## src/rtl/lac_pkg.sv

```systemverilog
package lac_pkg;

  typedef enum logic [2:0] {
    ST_FREE  = 3'd0,
    ST_PRE   = 3'd1,
    ST_LOCK  = 3'd2,
    ST_HOLD  = 3'd3,
    ST_PRE2  = 3'd4
  } lac_state_e;

  function automatic logic is_prelock(input lac_state_e s);
    return (s == ST_PRE) || (s == ST_PRE2);
  endfunction

endpackage

```

## src/rtl/lac_deadline_timer.sv

```systemverilog
module lac_deadline_timer #(
  parameter int LIMIT = 100
) (
  input  logic clk,
  input  logic rst,
  input  logic armed_i,
  input  logic tick_i,
  output logic expire_o
);
  localparam int CW = $clog2(LIMIT + 1);
  localparam logic [CW-1:0] LAST = CW'(LIMIT - 1);
  localparam logic [CW-1:0] TOP  = CW'(LIMIT);

  logic [CW-1:0] cnt_q;

  always_ff @(posedge clk) begin
    if (rst || !armed_i) begin
      cnt_q <= '0;
    end else if (tick_i && cnt_q != TOP) begin
      cnt_q <= cnt_q + 1'b1;
    end
  end

  assign expire_o = armed_i && tick_i && (cnt_q == LAST);


  idle_zero_chk: assert property (@(posedge clk) disable iff (rst)
    !armed_i |=> (cnt_q == '0));


  cnt_bound_chk: assert property (@(posedge clk) disable iff (rst)
    cnt_q <= TOP);

endmodule

```

## src/rtl/lac_state_fsm.sv

```systemverilog
module lac_state_fsm
  import lac_pkg::*;
(
  input  logic       clk,
  input  logic       rst,
  input  logic       ref_sel_i,
  input  logic       lock_ok_i,
  input  logic       ref_fail_i,
  input  logic       revert_en_i,
  input  logic       hp_restored_i,
  input  logic       expire_i,
  output lac_state_e state_o,
  output logic       armed_o,
  output logic       req_o,
  output logic       chg_o
);
  lac_state_e st_q, st_n;
  logic       req_n;
  logic       revert_go;

  assign revert_go = revert_en_i && hp_restored_i;

  always_comb begin
    st_n  = st_q;
    req_n = 1'b0;
    unique case (st_q)
      ST_FREE: begin
        if (ref_sel_i) st_n = ST_PRE;
      end
      ST_PRE, ST_PRE2: begin
        if (ref_fail_i) begin
          st_n  = ST_HOLD;
          req_n = 1'b1;
        end else if (lock_ok_i) begin
          st_n = ST_LOCK;
        end else if (expire_i) begin
          st_n  = ST_HOLD;
          req_n = 1'b1;
        end
      end
      ST_LOCK: begin
        if (ref_fail_i) begin
          st_n  = ST_HOLD;
          req_n = 1'b1;
        end else if (revert_go) begin
          st_n = ST_PRE2;
        end
      end
      ST_HOLD: begin
        if (ref_sel_i || revert_go) st_n = ST_PRE2;
      end
      default: st_n = ST_FREE;
    endcase
  end

  always_ff @(posedge clk) begin
    if (rst) begin
      st_q  <= ST_FREE;
      req_o <= 1'b0;
      chg_o <= 1'b0;
    end else begin
      st_q  <= st_n;
      req_o <= req_n;
      chg_o <= (st_n != st_q);
    end
  end

  assign state_o = st_q;
  assign armed_o = is_prelock(st_q);


  strobe_match_chk: assert property (@(posedge clk) disable iff (rst)
    chg_o == (st_q != $past(st_q)));


  locked_fail_chk: assert property (@(posedge clk) disable iff (rst)
    (st_q == ST_LOCK && ref_fail_i) |=> (st_q == ST_HOLD && req_o));


  req_only_hold_chk: assert property (@(posedge clk) disable iff (rst)
    req_o |-> (st_q == ST_HOLD));


  prelock_lock_chk: assert property (@(posedge clk) disable iff (rst)
    (is_prelock(st_q) && lock_ok_i && !ref_fail_i) |=> (st_q == ST_LOCK));


  revert_off_chk: assert property (@(posedge clk) disable iff (rst)
    (st_q == ST_HOLD && !revert_en_i && !ref_sel_i) |=> (st_q == ST_HOLD));

endmodule

```

## src/rtl/lock_acq_ctrl.sv

```systemverilog
module lock_acq_ctrl
  import lac_pkg::*;
#(
  parameter int TIMEOUT_TICKS = 100
) (
  input  logic       clk,
  input  logic       rst,
  input  logic       sec_tick_i,
  input  logic       ref_sel_i,
  input  logic       lock_ok_i,
  input  logic       ref_fail_i,
  input  logic       revert_en_i,
  input  logic       hp_restored_i,
  output logic [2:0] state_o,
  output logic       new_ref_req_o,
  output logic       state_chg_o
);
  lac_state_e st;
  logic       armed;
  logic       expire;

  lac_deadline_timer #(.LIMIT(TIMEOUT_TICKS)) timer_i (
    .clk      (clk),
    .rst      (rst),
    .armed_i  (armed),
    .tick_i   (sec_tick_i),
    .expire_o (expire)
  );

  lac_state_fsm fsm_i (
    .clk           (clk),
    .rst           (rst),
    .ref_sel_i     (ref_sel_i),
    .lock_ok_i     (lock_ok_i),
    .ref_fail_i    (ref_fail_i),
    .revert_en_i   (revert_en_i),
    .hp_restored_i (hp_restored_i),
    .expire_i      (expire),
    .state_o       (st),
    .armed_o       (armed),
    .req_o         (new_ref_req_o),
    .chg_o         (state_chg_o)
  );

  assign state_o = st;

endmodule

```

## config.mk

```make
export PLATFORM = sky130hd
export DESIGN_NAME = lock_acq_ctrl
export DESIGN_NICKNAME = d
export VERILOG_FILES = /design/src/rtl/lac_pkg.sv /design/src/rtl/lac_deadline_timer.sv /design/src/rtl/lac_state_fsm.sv /design/src/rtl/lock_acq_ctrl.sv
export SDC_FILE = /design/constraint.sdc
export NUM_CORES = 1
export LEC_CHECK = 0
export CAP_MARGIN = 10
export CELL_PAD_IN_SITES_DETAIL_PLACEMENT = 0
export CELL_PAD_IN_SITES_GLOBAL_PLACEMENT = 1
export CORE_ASPECT_RATIO = 1.1
export CORE_MARGIN = 1.5
export CORE_UTILIZATION = 39
export DETAILED_ROUTE_END_ITERATION = 8
export HOLD_SLACK_MARGIN = 0.12
export MAX_ROUTING_LAYER = met4
export PLACE_DENSITY = 0.86
export SLEW_MARGIN = 0
export SYNTH_ARGS = -nofsm -noshare
export SYNTH_HDL_FRONTEND = slang
export SYNTH_SLANG_ARGS = --single-unit
```

## constraint.sdc

```tcl
create_clock -name clk -period 1.4 [get_ports clk]
set_input_delay 0.42 -clock clk [delete_from_list [all_inputs] [get_ports clk]]
set_output_delay 0.42 -clock clk [all_outputs]
set_load 0.02 [all_outputs]
```

==> summary.md, run 1 <==
| Metric | Value |
|---|---|
| Status | `finished, final reports clean` |
| Clock skew | `roughly 0.0012 ns` |
| Largest area contributor in the netlist | `dfxtp_1` |
| Distinct cells, synth | `42` |
| Initial antenna violation count | `0` |
| Die Ht | `51.6 um` |
| Root Buffer | `clkbuf_4` |
| Asr flop ratio synth | `0` |
| Diode count | `0` |
| Number of synthesized flops with an enable pin | `0` |
| GPL Wtd Cong | `0.930` |
| Crit path kind | `register to register` |
| Setup Viol. Count Final | `0` |
| Via count of the first global-routing pass | `roughly 750` |
| Worst hold endpoint | `fsm_i.state_o[1]` |
| Drt first-iter violations | `5` |
| HP Class | `register to register` |
| Cell count after synthesis | `93` |
| Startpoint types | `register` |
| # H-tree levels | `1` |
| Crit end category | `register` |
| YS warnings | `0` |
| Grt met1 use | `0.207` |
| Worst R2R Setup Slack | `roughly 0.034 ns` |
| Register area share after synthesis | `0.287` |
| Power Dens Cells | `around 930 nW/um2` |
| Met3 Use GR | `0.0208` |
| WP data required | `1.54 ns` |
| GRT met2 Usage | `0.338` |
| Final hold vios | `0` |
| # IOs | `13` |
| DP HPWL | `1410 um` |
| Fill cells | `199` |
| Initial core utilization | `0.414` |
| Remaining DRCs | `0` |
| Via density | `5.28` |
| Most frequent cells in the layout | `buf_4 (12), nor2_1 (10), dlygate4sd2_1 (9)` |
| Reg-to-Reg Start | `fsm_i.state_o[2]` |
| Final cell count without fillers | `between 100 and 150` |
| Inserted Clock Buffers | `3` |
| Grt total ovfl | `0` |
| Avg Inst Size Synth | `8.99 um2` |
| First-pass GRT wire length | `~3200 um` |
| Max Freq | `about 730 MHz` |
| Routed vias | `760` |
| Final wirelength | `1910 um` |
| CTS tree | `yes` |
| Avg WL per Cell | `13.2 um` |
| Setup TNS Final | `0 ns` |
| Worst Path Arrival | `1.50 ns` |
| Rows | `17` |
| Worst-path maximum fanout | `8` |
| Placed inst area | `1050 um2` |
| Hold path depth | `1` |
| Share of the synthesized area in the top cell type | `0.287` |
| Max Cap Violations | `0` |
| Final worst slack | `0.0344 ns` |
| Die width | `around 47 um` |
| RSZ-0062 raised after global routing | `true` |
| Peak supply drop | `around 0.56 mV` |
| Slew headroom | `0.816` |
| Syn_nets | `103` |
| Total GRT Usage | `0.186` |
| Ys flop type | `dfxtp_1` |
| Largest net degree at the start of global routing | `12` |
| Syn-to-layout area delta | `32.6%` |
| Leakage | `0.410 nW` |
| Layer with the highest usage | `met2` |
| Ratio of cells with drive above 1 in the final layout | `0.371` |
| Post-route antenna net violation count | `0` |
| Final instance area | `1110 um2` |
| # hold bufs at CTS | `0` |
| Clock Pin Slew Worst Setup and Hold Paths | `0.08 ns` |
| #FFs+latches synth | `12` |
| Synth area leaders | `dfxtp_1 (29%), a21oi_1 (6.0%), nor2_1 (4.5%)` |
| Setup WS pre-CTS | `-0.424 ns` |
| Placed cells | `140` |
| Min Tclk post-route | `1.37 ns` |
| FF-to-FF End | `fsm_i.chg_o` |
| Core area | `2020 um2` |
| Reg2reg path depth | `4` |
| Clock sinks | `12` |
| Most common cell after layout, fill and taps aside | `buf_4` |
| Measured slew at the worst slew-check pin | `about 0.28 ns` |
| Die area | `2430 um2` |
| Period utilization | `0.975` |
| CTS max path bufs | `2` |
| IO Port Bufs | `12` |
| Clock Latency Late Sink | `around 0.27 ns` |
| HP Start | `fsm_i.state_o[0]` |
| Final Max Tran Viols | `0` |
| First-pass iteration count of the detailed router | `4` |
| Mapped cell area | `836 um2` |
| Final-stage net count | `127` |
==> cells in the mapped netlist, types with 2 or more instances <==
library cell  instances
a21oi_1              10
ha_1                  2
or3_1                 2
buf_2                 2
buf_4                 3
nor2_1               10
dfxtp_1              12
xnor2_1               4
nor2b_1               2
mux2i_1               3
nand4_1               2
nand2_1               6
a211oi_2              2
inv_1                 3
o21ai_0               3
==> stage by stage <==
stage	hold WS [ns]	util	total power [mW]
2_1_floorplan	0.482	-	0.636
3_3_place_gp	0.497	0.521	0.766
3_5_place_dp	0.494	0.521	0.769
4_1_cts	0.506	0.541	1.03
5_1_grt	0.531	0.549	1.10
6_report	0.501	0.549	1.03
==> critical path, stage by stage, from the launching register on <==
cell and delay, ns:
dfxtp_1 0.31, buf_4 0.16, or4b_4 0.53, o311ai_1 0.09
a41oi_1 0.14
==> state kept, by name, summed over array words and instances, names as in the netlist <==
signal / cells
fsm_i.chg_o: 1
fsm_i.req_o: 1
timer_i.cnt_q: 7
fsm_i.state_o: 3
==> final cells by class <==
| class | count | area [um2] | share of cell area |
|---|---|---|---|
| inverter | 4 | 15.0 | 0.0135 |
| timing repair buffer | 25 | 200 | 0.181 |
| tap | 28 | 35.0 | 0.0316 |
| sequential | 12 | 249 | 0.225 |
| multi-input combinational | 71 | 573 | 0.517 |
| clock buffer | 4 | 36.3 | 0.0327 |
==> cell families after synthesis <==
family / synth area share
buf+inv: 0.0629
mux: 0.0494
fa+ha+maj: 0.0299
flops: 0.287
xor+xnor: 0.0524
compound gates: 0.277
simple gates: 0.241
==> worst max-delay path by stage <==
stage                           startpoint          endpoint  slack (ns)  cells past startpoint
after floorplan           fsm_i.state_o[0]       fsm_i.chg_o        0.06                      4
after global placement       hp_restored_i       fsm_i.chg_o       -0.42                      5
after detailed placement     hp_restored_i       fsm_i.chg_o       -0.42                      5
after CTS                 timer_i.cnt_q[0]  fsm_i.state_o[1]       0.005                      5
after global routing      fsm_i.state_o[2]       fsm_i.chg_o       -0.02                      4
final                     fsm_i.state_o[2]       fsm_i.chg_o        0.03                      4
==> repair_timing <==
item / in CTS / in global routing
endpoints found under the setup margin: 11 / 10
gates cloned: 0 / 0
gates resized for setup: 18 / 12
pin swaps: 4 / 2
setup buffers: 0 / 0
endpoints found under the hold margin: 0 / 0
==> power breakdown <==
part           leakage [nW]  switching, mW  total (mW)  internal, mW
combinational         0.289          0.192       0.366         0.174
sequential            0.100         0.0190       0.389         0.370
clock                0.0210          0.115       0.273         0.158
total                 0.410          0.326        1.03         0.702
==> metal layers <==
layer	vias up	share of wire	wire, um
met5	-	0	0
met4	0	0.0047	9
met3	2	0.028	54
met2	12	0.54	1030
met1	362	0.43	814
li1	384	-	-
Note: power is estimated with default switching activity, not from simulation.
==> run 2, diff against run 1 <==
Settings changed: ABC_AREA set to 1, CORE_UTILIZATION 39 to 34, GPL_TIMING_DRIVEN set to 0, PLACE_DENSITY 0.86 to 0.84.
==> run 2 against run 1 <==
Effect of this change:
- sequential cell count did not move
- first-iteration DRC count rose to 3.0 times the previous value
- area after synthesis fell by 19%
- sequential power rose by 6.2%
- final area rose by 0.79%
- non-clock buffer count rose by 1
- critical path depth rose by 5
- combinational power rose by 33%
- critical endpoint unchanged
- fmax fell by 2.3%
==> summary.md, run 2 <==
| Metric | Value |
|---|---|
| Status | `finished, final reports clean` |
| Syn-to-layout area delta | `64.2%` |
| Leakage | `0.463 nW (+13%)` |
| #FFs+latches synth | `12 (unchanged)` |
| Final Max Tran Viols | `0 (unchanged)` |
| Initial antenna violation count | `0 (unchanged)` |
| # IOs | `13 (unchanged)` |
| Worst R2R Setup Slack | `0.08 ns (+0.05 ns)` |
| Final cell count without fillers | `159 (+10%)` |
| CTS tree | `yes` |
| Drt first-iter violations | `15 (+10)` |
| Total GRT Usage | `0.179 (-0.00708)` |
| Inserted Clock Buffers | `3 (unchanged)` |
| Switch Pwr | `0.405 mW (+24%)` |
| Distinct cells, synth | `17 (-60%)` |
| WP data required | `1.58 ns (+0.04 ns)` |
| Register area share after synthesis | `0.353 (+0.0655)` |
| Count leader, synth | `nand2_1` |
| # hold bufs at CTS | `0 (unchanged)` |
| Avg WL per Cell | `11.2 um (-15%)` |
| Rows | `16 (-1)` |
| Mapped cell area | `681 um2 (-19%)` |
| FF-to-FF End | `fsm_i.chg_o` |
| Ys flop type | `dfxtp_1` |
| HP Class | `register to register` |
| GRT met2 Usage | `0.300 (-0.0374)` |
| Period utilization | `0.999 (+0.0231)` |
| YS warnings | `0 (unchanged)` |
| Synth area leaders | `dfxtp_1 (35%), nand2_1 (13%), inv_1 (8.8%)` |
| Final hold slack | `0.489 ns (-0.0118 ns)` |
| Max reg flops | `7 (unchanged)` |
| Max Freq | `715 MHz (-2.3%)` |
| Startpoint types | `input pin` |
| Via count of the first global-routing pass | `705 (-5.4%)` |
| Clock Latency Late Sink | `0.27 ns (about the same)` |
| Max Cap Violations | `0 (unchanged)` |
| Clock Pin Slew Worst Setup and Hold Paths | `0.07 ns (about the same)` |
| Placed cells | `142 (+1.4%)` |
| Crit end category | `register` |
| Most frequent cells in the layout | `buf_4 (14), nand2_2 (12), nand2_1 (10)` |
| Clock sinks | `12 (unchanged)` |
| Clock skew | `0.00372 ns (+0.00249 ns)` |
| Setup Viol. Count Final | `0 (unchanged)` |
| Core area | `1840 um2 (-8.9%)` |
| # H-tree levels | `1 (unchanged)` |
| Combinational Power Share | `0.439 (+0.082)` |
| First-pass iteration count of the detailed router | `4 (unchanged)` |
| Via density | `4.81 (-9.0%)` |
| Final wirelength | `1780 um (-6.7%)` |
| Worst Path Arrival | `1.57 ns (+0.07 ns)` |
| Routed vias | `764 (+0.53%)` |
| Syn_nets | `113 (+9.7%)` |
| Clk pwr share | `0.189 (-0.076)` |
| Grt total ovfl | `0 (unchanged)` |
| Largest area contributor in the netlist | `dfxtp_1` |
| Crit path capture | `fsm_i.chg_o` |
| Final hold vios | `0 (unchanged)` |
| Reg-to-Reg Start | `fsm_i.state_o[1]` |
| Placed inst area | `837 um2 (-20%)` |
| CTS max path bufs | `2 (unchanged)` |
| Slew headroom | `0.798 (-0.0175)` |
| Worst-path maximum fanout | `4 (-4)` |
| Met3 Use GR | `0.0549 (+0.0341)` |
| Final-stage net count | `144 (+13%)` |
| Min Tclk post-route | `1.40 ns (+0.0323 ns)` |
| Grt met1 use | `0.197 (-0.0100)` |
| IO Port Bufs | `12 (unchanged)` |
| Biggest register | `timer_i.cnt_q` |
| Most common cell after layout, fill and taps aside | `buf_4` |
| Largest net degree at the start of global routing | `7 (-5)` |
| Die area | `2280 um2 (-6.2%)` |
| Crit path kind | `input pin to register` |
| Power Dens Cells | `992 nW/um2 (+7.0%)` |
| Reg2reg path depth | `10 (+6)` |
| DP HPWL | `1180 um (-17%)` |
| Share of the synthesized area in the top cell type | `0.353 (+0.0655)` |
| Number of synthesized flops with an enable pin | `0 (unchanged)` |
| Final Util | `0.607 (+0.0581)` |
| Initial core utilization | `0.370 (-0.0441)` |
| Measured slew at the worst slew-check pin | `0.302 ns (+0.0257 ns)` |
| Ratio of cells with drive above 1 in the final layout | `0.500 (+0.129)` |
| Cell count after synthesis | `103 (+11%)` |
| Commonest cells in the netlist | `nand2_1 (23), inv_1 (16), dfxtp_1 (12)` |
| Diode count | `0 (unchanged)` |
| Die Ht | `49.9 um (-3.2%)` |
| Pint | `0.703 mW (+0.12%)` |
| Final instance area | `1120 um2 (+0.79%)` |
| Remaining DRCs | `0 (unchanged)` |
| GPL Wtd Cong | `0.936 (+0.65%)` |
| RSZ-0062 raised after global routing | `true` |
| Asr flop ratio synth | `0 (unchanged)` |
| Crit path from | `lock_ok_i` |
| Die width | `45.7 um (-3.1%)` |
| Avg Inst Size Synth | `6.61 um2 (-26%)` |
| Root Buffer | `clkbuf_4` |
| Post-route antenna net violation count | `0 (unchanged)` |
| Sw frac | `0.366 (+0.0488)` |
| First-pass GRT wire length | `2940 um (-8.4%)` |
| Layer with the highest usage | `met2` |
| Sequential Power Share | `0.373 (-0.005)` |
| Peak supply drop | `0.538 mV (-4.0%)` |
==> run 2: power by group through the flow <==
stage	Clock [mW]	Combinational, mW	Sequential (mW)
final	0.209	0.486	0.413
after global routing	0.237	0.538	0.419
after CTS	0.217	0.377	0.409
after detailed placement	0	0.333	0.409
after global placement	0	0.330	0.408
after floorplan	0	0.185	0.438
==> run 2: critical path, cell delays in order <==
cell             delay (ns)
clkdlybuf4s50_1        0.41
inv_2                  0.10
nand3_1                0.12
a21oi_2                0.19
nand3_1                0.09
nand2_1                0.09
nand3_2                0.07
nand2_1                0.05
inv_1                  0.03
==> run 2: what timing repair did <==
item | CTS | global route
setup endpoints to repair | 12 | 14
buffers inserted | 7 | 7
pin swaps | 8 | 15
resized for setup | 29 | 40
==> run 2: worst min-delay path by stage <==
stage	startpoint	endpoint	slack [ns]	cells after the start
floorplan	timer_i.cnt_q[6]	timer_i.cnt_q[6]	0.44	2
global placement	timer_i.cnt_q[6]	timer_i.cnt_q[6]	0.46	2
detailed placement	timer_i.cnt_q[6]	timer_i.cnt_q[6]	0.46	2
CTS	timer_i.cnt_q[6]	timer_i.cnt_q[6]	0.48	2
global route	timer_i.cnt_q[6]	timer_i.cnt_q[6]	0.52	2
finish	timer_i.cnt_q[6]	timer_i.cnt_q[6]	0.49	2
==> run 2: final cells by class <==
class	instances	area [um2]
timing repair buffer	26	211
fill	191	724
clock buffer	3	22.5
sequential	12	259
multi-input combinational	73	520
tap	27	33.8
inverter	18	70.1
==> run 2: cells by family after synthesis <==
kind of cell | after synthesis | synth area share
simple gates | 48 | 0.325
flops | 12 | 0.353
compound gates | 23 | 0.186
fa+ha+maj | 2 | 0.0368
buf+inv | 18 | 0.0993
==> run 2: per-layer routing <==
metal / up-vias / share of wire
met2: 16 / 0.56
met3: 2 / 0.032
met5: - / 0
li1: 396 / -
met1: 350 / 0.40
met4: 0 / 0.0028
==> run 2: per-stage QoR <==
stage               worst slack, ns  setup TNS, ns  power (mW)
global route                -0.0912         -0.185        1.19
detailed placement           -0.496          -2.89       0.742
CTS                         -0.0134        -0.0134        1.00
floorplan                    0.0346              0       0.623
finish                      0.00208              0        1.11
global placement             -0.501          -2.81       0.738
==> run 3, diff against run 2 <==
Settings changed: CORE_UTILIZATION 34 to 36, PLACE_DENSITY 0.84 to 0.86, REMOVE_ABC_BUFFERS set to 1, SYNTH_HIERARCHICAL set to 1.
==> run 3 against run 2 <==
Effect of this change:
- the run now ends with setup timing left
- fmax shrank 8.1%
- synthesized cell count is 24% higher
- largest cell class unchanged
- register-to-register slack worse by 0.20 ns
- critical endpoint is now fsm_i/chg_o
- worst hold slack improved by 0.044 ns
- critical path depth is 3 higher
- critical path type is now register to register
- clock power is 33% higher
- largest power group is now sequential cells
==> summary.md, run 3 <==
| Metric | Value |
|---|---|
| Final-stage net count | `157 (+9.0%)` |
| Post-route antenna net violation count | `0 (unchanged)` |
| Syn-to-layout area delta | `33.0%` |
| First-pass GRT wire length | `3150 um (+7.0%)` |
| Max Cap Violations | `0 (unchanged)` |
| Power Dens Cells | `850 nW/um2 (-14%)` |
| Distinct cells, synth | `25 (+8)` |
| CTS tree | `yes` |
| GPL Wtd Cong | `0.861 (-8.0%)` |
| #FFs+latches synth | `12 (unchanged)` |
| Startpoint types | `register` |
| # H-tree levels | `1 (unchanged)` |
| M1 WL | `817 um (+15%)` |
| Synth Area in Compound Gates | `0.0780 (-0.108)` |
| Total GRT Usage | `0.163 (-0.0158)` |
| Cell count after synthesis | `128 (+24%)` |
| Most frequent cells in the layout | `inv_1 (17), nand2_1 (17), nor2_1 (15)` |
| Initial core utilization | `0.374 (+0.00473)` |
| Fill cells | `229 (+20%)` |
| # hold bufs at CTS | `0 (unchanged)` |
| Clock Latency Late Sink | `0.27 ns (about the same)` |
| Final Max Tran Viols | `0 (unchanged)` |
| Adder-Cell Fraction of Synth Area | `0.0300 (-0.00678)` |
| Clock skew | `0.00333 ns (-0.000390 ns)` |
| Mapped cell area | `835 um2 (+23%)` |
| Commonest cells in the netlist | `inv_1 (19), nand2_1 (19), nor2_1 (17)` |
| Die width | `48.9 um (+7.1%)` |
| Mux share of post-synthesis cell area | `0 (unchanged)` |
| Largest area contributor in the netlist | `dfxtp_1` |
| Max reg flops | `7 (unchanged)` |
| Final worst slack | `-0.120 ns (-0.122 ns)` |
| # IOs | `13 (unchanged)` |
| Initial antenna violation count | `0 (unchanged)` |
| Rows | `18 (+2)` |
| Register area share after synthesis | `0.288 (-0.0651)` |
| DP HPWL | `1320 um (+12%)` |
| Max Freq | `658 MHz (-8.1%)` |
| YS warnings | `6 (+6)` |
| First-pass iteration count of the detailed router | `4 (unchanged)` |
| Grt total ovfl | `0 (unchanged)` |
| Period utilization | `1.09 (+0.0874)` |
| Leakage | `0.455 nW (-1.7%)` |
| Clock sinks | `12 (unchanged)` |
| Asr flop ratio synth | `0 (unchanged)` |
| Die area | `2620 um2 (+15%)` |
| Crit path kind | `register to register` |
| Measured slew at the worst slew-check pin | `0.424 ns (+0.122 ns)` |
| Avg WL per Cell | `10.6 um (-4.8%)` |
| Crit end category | `register` |
| Via density | `4.79 (-0.32%)` |
| Met3 routed WL | `57 um (unchanged)` |
| Core area | `2230 um2 (+21%)` |
| Worst Path Arrival | `1.70 ns (+0.13 ns)` |
| Simple logic cell fraction of the synthesized area | `0.465 (+0.139)` |
| Final instance area | `1110 um2 (-0.67%)` |
| Final hold vios | `0 (unchanged)` |
| Failing checks | `setup timing` |
| Via count of the first global-routing pass | `743 (+5.4%)` |
| Ratio of cells with drive above 1 in the final layout | `0.363 (-0.137)` |
| Routed vias | `843 (+10%)` |
| Synth area leaders | `dfxtp_1 (29%), nand3_1 (9.0%), inv_1 (8.5%)` |
| Remaining DRCs | `0 (unchanged)` |
| Slew headroom | `0.717 (-0.0813)` |
| Inserted Clock Buffers | `3 (unchanged)` |
| Synth Area in XOR/XNOR | `0 (unchanged)` |
| Min Tclk post-route | `1.52 ns (+0.122 ns)` |
| Biggest register | `timer_i/cnt_q` |
| RSZ-0062 raised after global routing | `true` |
| HP Class | `register to register` |
| WP data required | `1.58 ns (about the same)` |
| Root Buffer | `clkbuf_4` |
| IO Port Bufs | `12 (unchanged)` |
| Peak supply drop | `0.564 mV (+4.9%)` |
| Final wirelength | `1870 um (+5.3%)` |
| Share of the synthesized area in the top cell type | `0.288 (-0.0651)` |
| DR top layer | `met4` |
| Ys flop type | `dfxtp_1` |
| CTS max path bufs | `2 (unchanged)` |
| Setup Viol. Count Final | `4 (+4)` |
| Placed inst area | `968 um2 (+16%)` |
| Clock Pin Slew Worst Setup and Hold Paths | `0.08 ns (about the same)` |
| Diode count | `0 (unchanged)` |
| Largest net degree at the start of global routing | `11 (+4)` |
| Avg Inst Size Synth | `6.52 um2 (-1.3%)` |
| Status | `finished, violations left` |
| Number of synthesized flops with an enable pin | `0 (unchanged)` |
| DR WL met2 | `983 um (-2.2%)` |
| Die Ht | `53.5 um (+7.2%)` |
| Drt first-iter violations | `8 (-7)` |
| Largest family of logic cells by synthesized area | `simple AND/OR/NAND/NOR gates` |
| Worst-path maximum fanout | `7 (+3)` |
| Final Util | `0.498 (-0.109)` |
==> run 3: cell count changes in the layout (fill, tap and decap cells not counted), sizes merged, moves of 5 or more <==
cell / change
buf: -7
inv: +6
nand3: +6
nor2: +12
o21ai: -5
==> run 3: final cells by class <==
type                            count  area [um2]  share of cell area
Sequential cell                    12         254               0.229
Inverter                           24        92.6              0.0834
Timing Repair Buffer               17         141               0.127
Tap cell                           30        37.5              0.0338
Clock buffer                        4        36.3              0.0327
Multi-Input combinational cell     89         548               0.494
==> run 3: path summary, 6_finish.rpt <==
path / cells after the start / end / startpoint / slack (ns)
max: 12 / fsm_i/chg_o / fsm_i/state_o[0] / -0.12
min: 4 / timer_i/cnt_q[6] / timer_i/cnt_q[6] / 0.53
max reg2reg: 12 / fsm_i/chg_o / fsm_i/state_o[0] / -0.12
min reg2reg: 4 / timer_i/cnt_q[6] / timer_i/cnt_q[6] / 0.53
==> run 3: metal layers <==
layer,track usage,vias to the layer above
met1,0.166,387
met4,0.0714,0
met5,-,-
met2,0.315,13
met3,0.0254,2
li1,-,441
==> run 3: worst max-delay path, stage by stage (launching register included) <==
cell	delay [ns]
dfxtp_4	0.41
nor2_4	0.04
nand2_2	0.07
nand2_4	0.06
nand3_4	0.09
nor4_4	0.04
or2_1	0.26
nor2_2	0.12
nor2_2	0.06
a21oi_1	0.11
nand3_1	0.08
nand2_1	0.06
inv_1	0.04
==> run 3: cells by family after synthesis <==
kind of cell | after synthesis
AO/OA/AOI/OAI | 11
flip-flops | 12
AND/OR/NAND/NOR | 76
buffers and inverters | 27
adder cells (fa/ha/maj) | 2
==> run 3: per-stage QoR <==
| stage | instances | hold WS, ns | setup WS, ns | power [mW] | setup TNS (ns) |
|---|---|---|---|---|---|
| after floorplan | 125 | 0.489 | -0.334 | 0.544 | -1.11 |
| after global placement | 167 | 0.516 | -0.860 | 0.633 | -4.92 |
| after detailed placement | 167 | 0.520 | -0.880 | 0.636 | -5.14 |
| after CTS | 176 | 0.532 | -0.112 | 0.962 | -0.170 |
| after global routing | 176 | 0.573 | -0.250 | 1.00 | -0.772 |
| final | 176 | 0.533 | -0.120 | 0.943 | -0.242 |
==> run 3: what timing repair did <==
action | 4_1_cts | 5_1_grt
setup endpoints to repair | 11 | 8
buffers inserted | 5 | 0
pin swaps | 8 | 4
gates resized for setup | 38 | 4
==> run 3: power breakdown <==
part | internal, mW | switching [mW]
clock network | 0.158 | 0.119
logic | 0.115 | 0.155
registers | 0.367 | 0.0290
total | 0.639 | 0.304
